===== src/rtl/adc_seq_pkg.sv =====
package adc_seq_pkg;

    typedef enum logic [2:0] {
        ST_IDLE,
        ST_SEND,
        ST_HUNT,
        ST_READ,
        ST_CLOSE,
        ST_GAP
    } seq_state_t;

    // Smallest select-high time, in system cycles, that covers 1.5 us.
    function automatic int floor_cycles(input int sys_khz);
        return (sys_khz * 3 + 1999) / 2000;
    endfunction

endpackage


===== src/rtl/adc_sclk_gen.sv =====
module adc_sclk_gen #(
    parameter int DIV_W = 4
) (
    input  logic             clk,
    input  logic             rst_n,
    input  logic             en_i,
    input  logic [DIV_W-1:0] half_i,
    output logic             sclk_o,
    output logic             rise_o,
    output logic             fall_o
);

    logic [DIV_W-1:0] cnt_q;
    logic             tick;

    assign tick   = en_i && (cnt_q == half_i);
    assign rise_o = tick && !sclk_o;
    assign fall_o = tick && sclk_o;

    always_ff @(posedge clk) begin
        if (!rst_n) begin
            cnt_q  <= '0;
            sclk_o <= 1'b0;
        end else if (!en_i) begin
            cnt_q  <= '0;
            sclk_o <= 1'b0;
        end else if (tick) begin
            cnt_q  <= '0;
            sclk_o <= ~sclk_o;
        end else begin
            cnt_q  <= cnt_q + 1'b1;
        end
    end

endmodule


===== src/rtl/adc_tx_shift.sv =====
module adc_tx_shift #(
    parameter int W = 8
) (
    input  logic         clk,
    input  logic         rst_n,
    input  logic         load_i,
    input  logic [W-1:0] data_i,
    input  logic         shift_i,
    output logic         bit_o
);

    logic [W-1:0] sh_q;

    assign bit_o = sh_q[W-1];

    always_ff @(posedge clk) begin
        if (!rst_n) begin
            sh_q <= '0;
        end else if (load_i) begin
            sh_q <= data_i;
        end else if (shift_i) begin
            sh_q <= {sh_q[W-2:0], 1'b0};
        end
    end

endmodule


===== src/rtl/adc_rx_shift.sv =====
module adc_rx_shift #(
    parameter int W = 10
) (
    input  logic         clk,
    input  logic         rst_n,
    input  logic         clr_i,
    input  logic         shift_i,
    input  logic         bit_i,
    output logic [W-1:0] word_o
);

    always_ff @(posedge clk) begin
        if (!rst_n) begin
            word_o <= '0;
        end else if (clr_i) begin
            word_o <= '0;
        end else if (shift_i) begin
            word_o <= {word_o[W-2:0], bit_i};
        end
    end

endmodule


===== src/rtl/adc_gap_timer.sv =====
module adc_gap_timer #(
    parameter int GAP_W     = 8,
    parameter int FLOOR_CYC = 150
) (
    input  logic             clk,
    input  logic             rst_n,
    input  logic             clr_i,
    input  logic             run_i,
    input  logic [GAP_W-1:0] gap_i,
    output logic             done_o
);

    localparam int FW = $clog2(FLOOR_CYC + 1);
    localparam int CW = ((GAP_W > FW) ? GAP_W : FW) + 1;

    logic [CW-1:0] cnt_q;
    logic [CW-1:0] need;

    always_comb begin
        if (CW'(gap_i) > CW'(FLOOR_CYC)) begin
            need = CW'(gap_i);
        end else begin
            need = CW'(FLOOR_CYC);
        end
    end

    assign done_o = (cnt_q >= need);

    always_ff @(posedge clk) begin
        if (!rst_n) begin
            cnt_q <= '0;
        end else if (clr_i) begin
            cnt_q <= '0;
        end else if (run_i && !done_o) begin
            cnt_q <= cnt_q + 1'b1;
        end
    end

endmodule


===== src/rtl/adc_seq_ctrl.sv =====
module adc_seq_ctrl
    import adc_seq_pkg::*;
#(
    parameter int CMD_W       = 8,
    parameter int RES_W       = 10,
    parameter int FRAME_CLKS  = 15,
    parameter int DIV_W       = 4,
    parameter int GAP_W       = 8,
    parameter int SYS_CLK_KHZ = 100000
) (
    input  logic             clk,
    input  logic             rst_n,
    input  logic             start_i,
    input  logic             cont_i,
    input  logic             cmd_we_i,
    input  logic [CMD_W-1:0] cmd_byte_i,
    input  logic [DIV_W-1:0] div_i,
    input  logic [GAP_W-1:0] gap_i,
    input  logic             strobe_i,
    input  logic             res_bit_i,
    output logic             sel_n_o,
    output logic             ser_clk_o,
    output logic             cmd_o,
    output logic [RES_W-1:0] result_o,
    output logic             valid_o,
    output logic             timeout_o,
    output logic             busy_o
);

    localparam int FLOOR_CYC = floor_cycles(SYS_CLK_KHZ);
    localparam int EC_W      = $clog2(FRAME_CLKS + 1);
    localparam int BC_W      = $clog2(RES_W + 1);

    seq_state_t       st_q, st_d;
    logic [EC_W-1:0]  edge_q;
    logic [BC_W-1:0]  bit_q;
    logic [CMD_W-1:0] cmd_q;
    logic [DIV_W-1:0] div_q;
    logic             pend_q;

    logic clk_en, rise, fall, gap_done;
    logic go, launch, last_cmd, hit, miss, last_bit, closed;

    // Event decode
    assign clk_en   = (st_q == ST_SEND) || (st_q == ST_HUNT) ||
                      (st_q == ST_READ) || (st_q == ST_CLOSE);
    assign go       = start_i || cont_i || pend_q;
    assign launch   = (st_q == ST_IDLE) && go;
    assign last_cmd = rise && (st_q == ST_SEND) && (edge_q == EC_W'(CMD_W - 1));
    assign hit      = rise && (st_q == ST_HUNT) && strobe_i;
    assign miss     = rise && (st_q == ST_HUNT) && !strobe_i &&
                      (edge_q == EC_W'(FRAME_CLKS - 1));
    assign last_bit = rise && (st_q == ST_READ) && (bit_q == BC_W'(RES_W - 1));
    assign closed   = fall && (st_q == ST_CLOSE);

    // State register
    always_ff @(posedge clk) begin
        if (!rst_n) begin
            st_q <= ST_GAP;
        end else begin
            st_q <= st_d;
        end
    end

    // Next state
    always_comb begin
        st_d = st_q;
        unique case (st_q)
            ST_IDLE:  if (launch)   st_d = ST_SEND;
            ST_SEND:  if (last_cmd) st_d = ST_HUNT;
            ST_HUNT: begin
                if (hit) begin
                    st_d = ST_READ;
                end else if (miss) begin
                    st_d = ST_CLOSE;
                end
            end
            ST_READ:  if (last_bit) st_d = ST_CLOSE;
            ST_CLOSE: if (closed)   st_d = ST_GAP;
            ST_GAP:   if (gap_done) st_d = ST_IDLE;
            default:  st_d = ST_GAP;
        endcase
    end

    // Registered outputs and frame bookkeeping
    always_ff @(posedge clk) begin
        if (!rst_n) begin
            sel_n_o   <= 1'b1;
            busy_o    <= 1'b0;
            valid_o   <= 1'b0;
            timeout_o <= 1'b0;
            pend_q    <= 1'b0;
            edge_q    <= '0;
            bit_q     <= '0;
            cmd_q     <= '1;
            div_q     <= '0;
        end else begin
            valid_o   <= last_bit;
            timeout_o <= miss;
            if (cmd_we_i) begin
                cmd_q <= cmd_byte_i;
            end
            if (launch) begin
                sel_n_o <= 1'b0;
                busy_o  <= 1'b1;
                pend_q  <= 1'b0;
                edge_q  <= '0;
                bit_q   <= '0;
                div_q   <= div_i;
            end else begin
                if (start_i) begin
                    pend_q <= 1'b1;
                end
                if (rise && ((st_q == ST_SEND) || (st_q == ST_HUNT))) begin
                    edge_q <= edge_q + 1'b1;
                end
                if (rise && (st_q == ST_READ)) begin
                    bit_q <= bit_q + 1'b1;
                end
                if (last_bit || miss) begin
                    busy_o <= 1'b0;
                end
                if (closed) begin
                    sel_n_o <= 1'b1;
                end
            end
        end
    end

    adc_sclk_gen #(
        .DIV_W (DIV_W)
    ) u_clkgen (
        .clk    (clk),
        .rst_n  (rst_n),
        .en_i   (clk_en),
        .half_i (div_q),
        .sclk_o (ser_clk_o),
        .rise_o (rise),
        .fall_o (fall)
    );

    adc_tx_shift #(
        .W (CMD_W)
    ) u_tx (
        .clk     (clk),
        .rst_n   (rst_n),
        .load_i  (launch),
        .data_i  (cmd_q),
        .shift_i (fall && clk_en),
        .bit_o   (cmd_o)
    );

    adc_rx_shift #(
        .W (RES_W)
    ) u_rx (
        .clk     (clk),
        .rst_n   (rst_n),
        .clr_i   (launch),
        .shift_i (rise && (st_q == ST_READ)),
        .bit_i   (res_bit_i),
        .word_o  (result_o)
    );

    adc_gap_timer #(
        .GAP_W     (GAP_W),
        .FLOOR_CYC (FLOOR_CYC)
    ) u_gap (
        .clk    (clk),
        .rst_n  (rst_n),
        .clr_i  (closed),
        .run_i  (st_q == ST_GAP),
        .gap_i  (gap_i),
        .done_o (gap_done)
    );

endmodule


===== config.mk =====
export PLATFORM = sky130hd
export DESIGN_NAME = adc_seq_ctrl
export DESIGN_NICKNAME = d
export VERILOG_FILES = /design/src/rtl/adc_seq_pkg.sv /design/src/rtl/adc_sclk_gen.sv /design/src/rtl/adc_tx_shift.sv /design/src/rtl/adc_rx_shift.sv /design/src/rtl/adc_gap_timer.sv /design/src/rtl/adc_seq_ctrl.sv
export SDC_FILE = /design/constraint.sdc
export NUM_CORES = 1
export LEC_CHECK = 0
export CAP_MARGIN = 20
export CORE_MARGIN = 3
export CORE_UTILIZATION = 44
export DETAILED_ROUTE_END_ITERATION = 8
export DONT_BUFFER_PORTS = 1
export SETUP_SLACK_MARGIN = 0.3
export SLEW_MARGIN = 15
export SYNTH_ARGS = -nofsm -noshare
export SYNTH_HDL_FRONTEND = slang
export SYNTH_SLANG_ARGS = --single-unit
export TNS_END_PERCENT = 10

===== constraint.sdc =====
create_clock -name clk -period 3.9 [get_ports clk]
set_clock_uncertainty 0.1 [all_clocks]
set_input_delay 0.195 -clock clk [delete_from_list [all_inputs] [get_ports clk]]
set_output_delay 0.195 -clock clk [all_outputs]
set_load 0.1 [all_outputs]

### After elaboration in Yosys (flattened, before gate mapping)

Index checks and enable logic that the tools add are counted.

* reduce and logical (&&, ||, !) cells: 34
* shift operators: 0
* equality and inequality tests: 15
* $mul: 0
* magnitude comparators: 2
* bitwise logic cells: 3
* muxes and demuxes: 15
* divide/modulo/power cells: 0
* $add $sub $neg: 4

Operators with widths (number)
* 8-bit 2-to-1 mux: 3
* 3-bit 2-to-1 mux: 7
* 3-bit case mux with 6 select lines: 1
* 1-bit logical AND: 16
* 4-bit by 1-bit adder with 4-bit output, second input constant: 3
* 2-bit != test, second input constant: 5
* 9-bit by 1-bit adder with 9-bit output, second input constant: 1
* 9-bit by 8-bit >= comparator with 1-bit output: 1
* 4-bit equality test, second input constant: 2
* 8-bit > comparator, second input constant: 1
* 3-bit by 2-bit equality test with 1-bit output, second input constant: 2
* 3-bit equality test, second input constant: 2
* 1-bit logical OR: 6
* 6-bit AND reduction: 1
* 2-bit nonzero test: 3
* 4-bit by 3-bit equality test with 1-bit output, second input constant: 1
* 4-bit equality test: 1
* 1-bit 2-to-1 mux: 4
* 2-bit OR reduction: 2
* 3-bit by 1-bit equality test with 1-bit output, second input constant: 1
* 1-bit logical NOT: 3
* 3-bit logical NOT: 1
* 3-bit != test, second input constant: 1
* 1-bit inverter: 3
* other kinds (2): 2

* bits of input ports: 27
* output and inout bits: 16
* flip-flop bits (word level): 60
* latch bits: 0
* RAM bits: 0
* ROM bits: 0
* logic and storage cells: 88
* memories: 0

### Depth between registers and ports, before layout

Gate-level depths: netlist (run 1).

* depth in word-level cells: 12
* gate-level depth with buffers: 11

### Cells and area by module

Synthesis (run 1) repeated with hierarchy kept, for this count alone.

* cell total of the unflattened synthesis: 314
* area, all modules: 2971.6 um2

Modules (own cells, without submodules)
* adc_seq_ctrl: times used 1, seq. area each 560.5 um2, cells an instance 140, area an instance 1271.2 um2
* adc_gap_timer: times used 1, seq. area each 180.2 um2, cells an instance 82, area an instance 666.9 um2
* adc_tx_shift: times used 1, seq. area each 160.2 um2, cells an instance 35, area an instance 419.2 um2
* adc_rx_shift: times used 1, seq. area each 200.2 um2, cells an instance 33, area an instance 360.3 um2
* adc_sclk_gen: times used 1, seq. area each 100.1 um2, cells an instance 24, area an instance 254.0 um2

### Least setup slack after synthesis (run 1)

No wires, ideal clock.

* kind: input -> register
* from: in gap_i[0]
* to: reg u_gap.cnt_q[7]
* arrival: 2.397 ns
* stages on the path: 11
* path buffers: 0
* setup slack: 1.332 ns
* setup time: 0.070 ns
* data required time: 3.730 ns
* cells stage by stage: a31oi_1 nor2b_1 o31ai_1 nor2_1 ha_1 nand2b_1 a211o_1 a21oi_2 nand4_1 or3_1 a21oi_1

* longest elaborated chain between the ends: 5

RTL lines
* from (decl): line adc_seq_ctrl.sv:18 `input logic [GAP_W-1:0] gap_i,`
* 8-bit > comparator: line adc_gap_timer.sv:20 `if (CW'(gap_i) > CW'(FLOOR_CYC)) begin`
* 8-bit 2-to-1 mux *: line adc_gap_timer.sv:20
* 9-bit by 8-bit >= comparator with 1-bit output *: line adc_gap_timer.sv:27 `assign done_o = (cnt_q >= need);`
* 1-bit logical NOT *: line adc_gap_timer.sv:34 `end else if (run_i && !done_o) begin`
* 1-bit logical AND *: line adc_gap_timer.sv:34
* to (signal assigned): line adc_gap_timer.sv:35 `cnt_q <= cnt_q + 1'b1;`
* to (decl): line adc_gap_timer.sv:16 `logic [CW-1:0] cnt_q;`

Every way passes the cells marked *; elsewhere a longest branch is shown, timed or not.
A chain may end at the register's enable or synchronous reset.

### Worst setup path in the final report (run 1)

Same ends and word-level chain as after synthesis.

==> flow_summary.toml, run 1 <==
[setup_path]
worstPathRequired_ps = 4070
critical_path_class = "in2reg"
worstPathArrival_ps = 2660
start_kind = "input pin"
rr_startpoint = "u_gap.cnt_q[6]"
worstSetupEndpointType = "register"
rrSetupSlack_ps = 1570
r2r_cells = 6
worstPathMaxFanout = 9
r2r_end = "u_gap.cnt_q[7]"

[clock_network]
h-tree-depth = 3
cts_buffer_depth = 2
cts-root-buf = "clkbuf_8"
cts_made_buffers = 9
cts_resized = 0
cts_setup_buffers = 0
cts_hold_buf = 22
clk_pin_slew_worst_paths_ps = 70
clkSinkCount = 60
clk_latency_ps = 340
cts_tree = "built"

[global_routing]
grt_pass1_wl_um = 10270
grt_usage_pct = 17.33
gr-total-overflow = 0
grt_pass1_vias = 2137
antenna_found_initial = 0
grt_max_degree = 20

[worst_hold_path]
hold_class = "in2reg"
holdPathEnd = "st_q[0]"
min_from = "strobe_i"
hold_path_depth = 2

[floorplan]
die_w_um = 87.14
start_util_pct = 47.24
die_h_um = 87.14
die_area_um2 = 7593
io_pins = 43
core_um2 = 6131
rows = 28

[timing]
finalCriticalPeriod_ps = 2494
worstMarginPinSlew_ps = 1004
drv_slew = 0
finalSetupTns_ps = 0
max_slew_margin_pct = 32.99
fmax_mhz = 400.9
grt_setup_unrepaired = "no"
finalSetupViolCount = 0
finalHoldViolCount = 0
min_period_over_period_pct = 63.95

[place]
place_congestion = 0.8351
dpl.cell_count = 400
io_buffers = 0
place_area_um2 = 2927
hpwlAfterDp_um = 3962

[logic_synthesis]
synth-seq-cells = 60
synth_top_area_share_pct = 41.47
synth_fp_nets = 382
yosys.area_share.xor_xnor_pct = 6.350
yosys-top-cells-area = "dfxtp_1 41%, nand2_1 8.2%, ha_1 6.0%"
synth_top_family_by_area = "simple AND/OR/NAND/NOR gates"
synth_common_cells = "63 x nand2_1, 60 x dfxtp_1, 38 x nor2_1, 19 x a21oi_1, 14 x ha_1"
synthAdderAreaFrac_pct = 6.048
syn-cell-area_um2 = 2897
synth-simple-area-share_pct = 25.05
synthMuxAreaShare_pct = 2.765
synth-edff-count = 0
synth.distinct_cells = 49
synth-async-reset-ratio_pct = 0
yosysMostFrequentCell = "nand2_1"
syn_area_per_cell_um2 = 8.494
yosysWarningCount = 0
synth_ff_type = "dfxtp_1"
synth_compound_gate_area_share_pct = 13.82
synth_cells = 341
yosysTopAreaCell = "dfxtp_1"
yosysSeqAreaShare_pct = 41.47

[cells_and_area]
area_delta_synth_final_pct = 16.33
post-route-util_pct = 54.96
fillers = 565
nets = 400
drive_gt1_share_pct = 7.143
area.sequential_um2 = 1201
stdcell_count = 439
multiInputGateArea_um2 = 1575
antennaDiodeCount = 0
fin_area_um2 = 3369

[drt]
totalWireLength_um = 6084
route.detailed.drc = 0
dr_total_vias = 2344
final_antenna_net_count = 0
dr.pass1.iters = 4
vias_per_cell = 5.339
drt-initial-drc-count = 60
wire_per_inst_um = 13.86

[power]
totalPowerFinal_mw = 1.979
ir_worst_vdd_mv = 0.2909
p_int_mw = 1.288
switchingPower_mw = 0.6901
seqPwrFrac_pct = 41.4
cellPowerDensity_nw_per_um2 = 587.2
clkPwrFrac_pct = 31.4
power_leakage_nw = 1.279
comb_power_share_pct = 27.2
switching_share_pct = 34.88

[outcome]
status = "completed"

[run]
max_cap_violations = 0
## metal layers
layer	vias to the layer above	routed length, um	track usage (%)
li1	1205	-	-
met1	1096	2921	22.89
met2	34	2803	26.16
met3	9	232	4.636
met4	0	126	8.368
met5	-	0	0
## cells by family after synthesis
group	after synthesis
xor+xnor	21
simple gates	152
flops	60
other cells	1
compound gates	56
mux	8
buf+inv	29
fa+ha+maj	14
## critical path: stages
cell	delay, ps
a31oi_1	140
nor2b_1	60
o31ai_1	430
nor2_1	80
ha_1	290
nand2b_1	140
a211o_1	300
a21oi_2	370
nand4_1	160
or3_1	370
a21oi_1	140
## per-stage QoR
step           worst slack (ps)  hold WS, ps
3_5_place_dp               1077        162.6
4_1_cts                    1428        25.93
2_1_floorplan              1332        223.4
6_report                   1406        42.90
5_1_grt                    1167        76.02
3_3_place_gp               1188        159.0
## how the worst max path moves through the flow
stage	start	to	slack, ps	depth (start not counted)
6_report	gap_i[0]	u_gap.cnt_q[7]	1410	11
5_1_grt	gap_i[0]	u_gap.cnt_q[7]	1170	11
4_1_cts	gap_i[0]	u_gap.cnt_q[7]	1430	11
3_5_place_dp	gap_i[0]	u_gap.cnt_q[7]	1080	11
3_3_place_gp	gap_i[0]	u_gap.cnt_q[7]	1190	11
2_1_floorplan	gap_i[0]	u_gap.cnt_q[7]	1330	11
## power by group through the flow
stage	clock [mW]	sequential [mW]	combinational, mW
after floorplan	0	0.800	0.472
after global placement	0	0.831	0.505
after detailed placement	0	0.831	0.513
after CTS	0.636	0.817	0.539
after global routing	0.675	0.831	0.611
final	0.620	0.820	0.539
## cell usage in the layout, fill, tap and decap left out, drive strengths merged, types with 3 or more instances in the layout
cell type    count
nand3            9
o21ai            5
nor4             5
nor3             4
and2             5
dlygate4sd3     22
a21o             3
clkbuf          12
nand2b           6
dfxtp           60
xor2            10
nand4            9
inv             11
nand2           64
ha              14
mux2i            8
xnor2           11
nor2            38
a311oi           7
a21oi           20
buf              3
and3             3
## flip-flops by register name (all words and copies together), names as in the netlist, 3 cells and up
name,flops
u_gap.cnt_q,9
u_rx.word_o,10
div_q,4
u_clkgen.cnt_q,4
edge_q,4
cmd_q,8
u_tx.sh_q,8
bit_q,4
st_q,3
## cell type report
cell class                 count  share of cell area, %
timing repair buffer          25                  7.130
clock buffer                  12                  4.307
inverter                      11                  1.225
multi-input combinational    252                  46.75
clock inverter                 4                  2.154
sequential                    60                  35.65
tap                           75                  2.785
Note: power is estimated with default switching activity, not from simulation.
==> run 2: changes to the inputs <==
==> constraint.sdc (replaced) <==
create_clock -name clk -period 2.42 [get_ports clk]
set_clock_uncertainty 0.1 [all_clocks]
set_input_delay 0.121 -clock clk [delete_from_list [all_inputs] [get_ports clk]]
set_output_delay 0.121 -clock clk [all_outputs]
set_load 0.1 [all_outputs]
==> flow_summary.toml, run 2 (same netlist as run 1, synthesis figures left out) <==
[outcome]
status = "completed"

[global_routing]
use_met3_pct = 6.149
grt_pass1_wl_um = 10180
grt_max_degree = 20
busiest_layer = "met2"
gr-usage-met1_pct = 20.73
gr-total-overflow = 0
grt_usage_pct = 17.12
antenna_found_initial = 0
grt_pass1_vias = 2289
met2_usage_pct = 27.88

[setup_path]
r2r_cells = 8
worstPathMaxFanout = 7
worstSetupEndpointType = "register"
r2r_end = "u_gap.cnt_q[7]"
rrSetupSlack_ps = 360
slowest_stage = "or3_1"
slowest_delay_ps = 360
start_kind = "register"
rr_startpoint = "u_gap.cnt_q[0]"
path_cells = "inv_2 -> ha_4 -> nand2b_4 -> a211o_1 -> a21oi_4 -> nand4_1 -> or3_1 -> a21oi_1"
critical_path_class = "reg2reg"
worstPathArrival_ps = 2240
worstPathRequired_ps = 2590

[cells_and_area]
antennaDiodeCount = 0
largest_reg_flops = 10
fillers = 527
final_common_cell = "nand2_1"
final_cell_mix = "63 x nand2_1, 56 x dfxtp_1, 38 x nor2_1"
area.sequential_um2 = 1209
largest-register = "u_rx.word_o"
top_regs = "u_rx.word_o (10), u_gap.cnt_q (9)"
multiInputGateArea_um2 = 1662
area_delta_synth_final_pct = 26.95
post-route-util_pct = 59.98
drive_gt1_share_pct = 16.84
nets = 428
stdcell_count = 467

[timing]
max_slew_margin_pct = 36.50
worstMarginPinSlew_ps = 951.2
min_period_over_period_pct = 85.23
grt_setup_unrepaired = "yes"
finalCriticalPeriod_ps = 2062
finalSetupViolCount = 0
fmax_mhz = 484.9
finalHoldViolCount = 0
setup_slack_ps = 357.5
finalSetupTns_ps = 0
drv_slew = 0

[clock_network]
clk_pin_slew_worst_paths_ps = 60
cts_tree = "built"
clk_latency_ps = 340
cts_made_buffers = 9
h-tree-depth = 3
cts_buffer_depth = 2
cts-root-buf = "clkbuf_8"
clkSinkCount = 60

[drt]
totalWireLength_um = 6078
route.detailed.drc = 0
final_antenna_net_count = 0
vias_per_cell = 5.208
dr.pass1.iters = 4
dr_total_vias = 2432
drt-initial-drc-count = 134
wire_per_inst_um = 13.01

[worst_hold_path]
hold_path_depth = 3
min_from = "rst_n"
hold_class = "in2reg"
holdPathEnd = "pend_q"

[floorplan]
die_w_um = 87.14
start_util_pct = 47.24
core_um2 = 6131
die_area_um2 = 7593
rows = 28
io_pins = 43
die_h_um = 87.14

[place]
place_ws_ps = -37.21
hpwlAfterDp_um = 4150
place_congestion = 0.7757
dpl.cell_count = 422
io_buffers = 0

[power]
ir_worst_vdd_mv = 0.4912
cellPowerDensity_nw_per_um2 = 922.4
power_leakage_nw = 1.437
totalPowerFinal_mw = 3.392

[run]
max_cap_violations = 0
## run 2: cell count changes in the layout (fill, tap and decap cells not counted), sizes merged
cell,delta
clkinvlp,-1
buf,+27
clkbuf,-1
dlygate4sd3,+1
clkinv,+2
## run 2: repair_timing
action / 4_1_cts / 5_1_grt
hold endpoints to repair: 24 / 0
pin swaps: 1 / 10
setup endpoints to repair: 3 / 33
gates resized for setup: 0 / 14
setup buffers: 0 / 6
hold buffers: 23 / 0
## run 2: worst max-delay path by stage
stage / start / endpoint
6_report: u_gap.cnt_q[0] / u_gap.cnt_q[7]
3_5_place_dp: gap_i[1] / u_gap.cnt_q[7]
2_1_floorplan: gap_i[0] / u_gap.cnt_q[7]
4_1_cts: edge_q[0] / st_q[1]
5_1_grt: u_gap.cnt_q[5] / u_gap.cnt_q[7]
3_3_place_gp: gap_i[0] / u_gap.cnt_q[7]
## run 2: report_power, final
| group | switching (mW) | internal [mW] |
|---|---|---|
| sequential | 0.150 | 1.11 |
| combinational | 0.620 | 0.527 |
| clock | 0.386 | 0.602 |
| total | 1.16 | 2.24 |
## run 2: per-layer routing
layer / part of all wire, % / vias up / wire [um]
met5: 0 / - / 0
met4: 1.6 / 0 / 96
met3: 5.1 / 9 / 309
met2: 49 / 49 / 2968
met1: 44 / 1112 / 2704
li1: - / 1262 / -
## run 2: stage by stage
stage | area, um^2 | hold WS (ps)
after floorplan | 2910 | 149.4
after global placement | 3105 | 84.91
after detailed placement | 3105 | 87.05
after CTS | 3552 | 19.61
after global routing | 3677 | 43.52
final | 3677 | 31.50
## run 2: layout make-up
type	instances	share of cell area [%]
Clock inverter	5	2.042
Inverter	11	1.123
Multi-Input combinational cell	252	45.19
Timing Repair Buffer	53	12.39
Clock buffer	11	3.845
Tap cell	75	2.552
Sequential cell	60	32.87
## run 2: critical path: cells and delay by family, from the launching register on
family	cells	cell delay, ps
compound gates	3	690
flops	1	320
simple gates	3	630
fa+ha+maj	1	190
buf+inv	1	80
==> run 3: changes to the inputs <==
--- a/config.mk
+++ b/config.mk
@@ -6,8 +6,8 @@
 export NUM_CORES = 1
 export LEC_CHECK = 0
 export CAP_MARGIN = 20
-export CORE_MARGIN = 3
 export CORE_UTILIZATION = 44
+export CTS_CLUSTER_DIAMETER = 150
 export DETAILED_ROUTE_END_ITERATION = 8
 export DONT_BUFFER_PORTS = 1
 export SETUP_SLACK_MARGIN = 0.3
==> flow_summary.toml, run 3 (same netlist as run 1, synthesis figures left out) <==
[outcome]
status = "completed"

[global_routing]
grt_pass1_vias = 2420
grt_usage_pct = 18.64
grt_pass1_wl_um = 10430
grt_max_degree = 20
gr-total-overflow = 0
antenna_found_initial = 0

[floorplan]
io_pins = 43
die_w_um = 83.14
die_h_um = 83.14
rows = 29
core_um2 = 6350
die_area_um2 = 6911
start_util_pct = 45.62

[setup_path]
slowest_stage = "or3_1"
slowest_delay_ps = 360
worstPathRequired_ps = 2590
crit_path_start = "u_gap.cnt_q[6]"
worstPathMaxFanout = 4
worstPathBufferInverterCount = 1
start_kind = "register"
worstSetupEndpointType = "register"
rr_startpoint = "u_gap.cnt_q[6]"
path_cells = "ha_1 -> a21o_1 -> a2111oi_4 -> buf_4 -> nand4_1 -> or3_1 -> a21oi_1"
critPathTopFamily = "compound AO/OA/AOI/OAI gates"
critical_path_class = "reg2reg"
worstPathArrival_ps = 2280

[cells_and_area]
top_regs = "u_rx.word_o (10), u_gap.cnt_q (9)"
largest-register = "u_rx.word_o"
fillers = 555
nets = 429
final_cell_mix = "63 x nand2_1, 57 x dfxtp_1, 38 x nor2_1"
antennaDiodeCount = 0
largest_reg_flops = 10
stdcell_count = 470
drive_gt1_share_pct = 16.28
area.sequential_um2 = 1205
area_delta_synth_final_pct = 26.35
multiInputGateArea_um2 = 1619
final_common_cell = "nand2_1"

[timing]
worstMarginPinSlew_ps = 949.5
max_slew_margin_pct = 36.61
finalHoldViolCount = 0
finalCriticalPeriod_ps = 2105
finalSetupTns_ps = 0
drv_slew = 0
fmax_mhz = 475.0
min_period_over_period_pct = 86.99
finalSetupViolCount = 0
grt_setup_unrepaired = "yes"

[power]
clkPwrFrac_pct = 30.5
switching_share_pct = 33.44
comb_power_share_pct = 32.6
p_int_mw = 2.269
cellPowerDensity_nw_per_um2 = 931.6
power_leakage_nw = 1.447
seqPwrFrac_pct = 36.8
switchingPower_mw = 1.140
ir_worst_vdd_mv = 0.4475

[place]
io_buffers = 0
place_congestion = 0.8348
dpl.cell_count = 425
hpwlAfterDp_um = 4024

[drt]
wl_met1_um = 2657
totalWireLength_um = 5962
drt-initial-drc-count = 89
dr.pass1.iters = 4
dr_total_vias = 2423
top_layer_used = "met4"
wire_per_inst_um = 12.69
route.detailed.drc = 0
met3_length_um = 253
met2_length_um = 2943
vias_per_cell = 5.155
final_antenna_net_count = 0

[clock_network]
cts_buffer_depth = 2
clkSinkCount = 60
cts_tree = "built"
h-tree-depth = 3
cts-root-buf = "clkbuf_8"
clk_pin_slew_worst_paths_ps = 70
cts_made_buffers = 9
clk_latency_ps = 340

[worst_hold_path]
hold_class = "in2reg"
min_from = "rst_n"

[run]
max_cap_violations = 0
==> run 3: power groups by stage <==
stage          logic [mW]  registers [mW]  clock network [mW]
3_3_place_gp        0.963            1.27                   0
6_report             1.11            1.26                1.04
2_1_floorplan       0.766            1.29                   0
4_1_cts              1.06            1.25                1.06
5_1_grt              1.24            1.28                1.11
3_5_place_dp        0.978            1.27                   0
==> run 3: worst paths after layout <==
| kind | to | slack [ps] | cells after the start |
|---|---|---|---|
| max reg2reg | u_gap.cnt_q[7] | 310 | 7 |
| min | pend_q | 30 | 3 |
| max | u_gap.cnt_q[7] | 310 | 7 |
| min reg2reg | u_rx.word_o[6] | 360 | 2 |
==> run 3: area by class of cell <==
type	instances	share of cell area [%]
clock inverters	4	1.915
clock buffers	12	4.513
well taps	77	2.632
multi-input cells	252	44.24
repair buffers	54	12.65
flip-flops and latches	60	32.92
inverters	11	1.128
==> run 3: stage by stage <==
| stage | power (mW) | setup slack, ps | util (%) | instance area (um^2) | hold slack [ps] |
|---|---|---|---|---|---|
| finish | 3.409 | 314.8 | 57.64 | 3660 | 30.13 |
| floorplan | 2.058 | 115.8 | - | 2910 | 149.4 |
| global placement | 2.234 | 119.4 | 49.06 | 3115 | 84.37 |
| global route | 3.625 | 233.4 | 57.64 | 3660 | 37.01 |
| CTS | 3.379 | 319.0 | 56.65 | 3597 | 18.67 |
| detailed placement | 2.253 | 90.83 | 49.06 | 3115 | 87.09 |
==> run 3: metal layers <==
layer,track usage (%),vias up
met5,0,-
met4,7.680,0
met3,5.865,10
met2,31.89,40
met1,21.48,1111
li1,-,1262
==> run 3: worst reg2reg max path, stage by stage, from the launching register on <==
cell	delay, ps
dfxtp_2	340
ha_1	290
a21o_1	200
a2111oi_4	340
buf_4	170
nand4_1	100
or3_1	360
a21oi_1	140
==> run 3: what timing repair did <==
action	CTS	global route
setup buffers	2	4
cloned	0	0
resized for setup	1	6
hold buffers	23	0
endpoints found under the setup margin	1	15
pin swaps	0	7
endpoints found under the hold margin	24	0
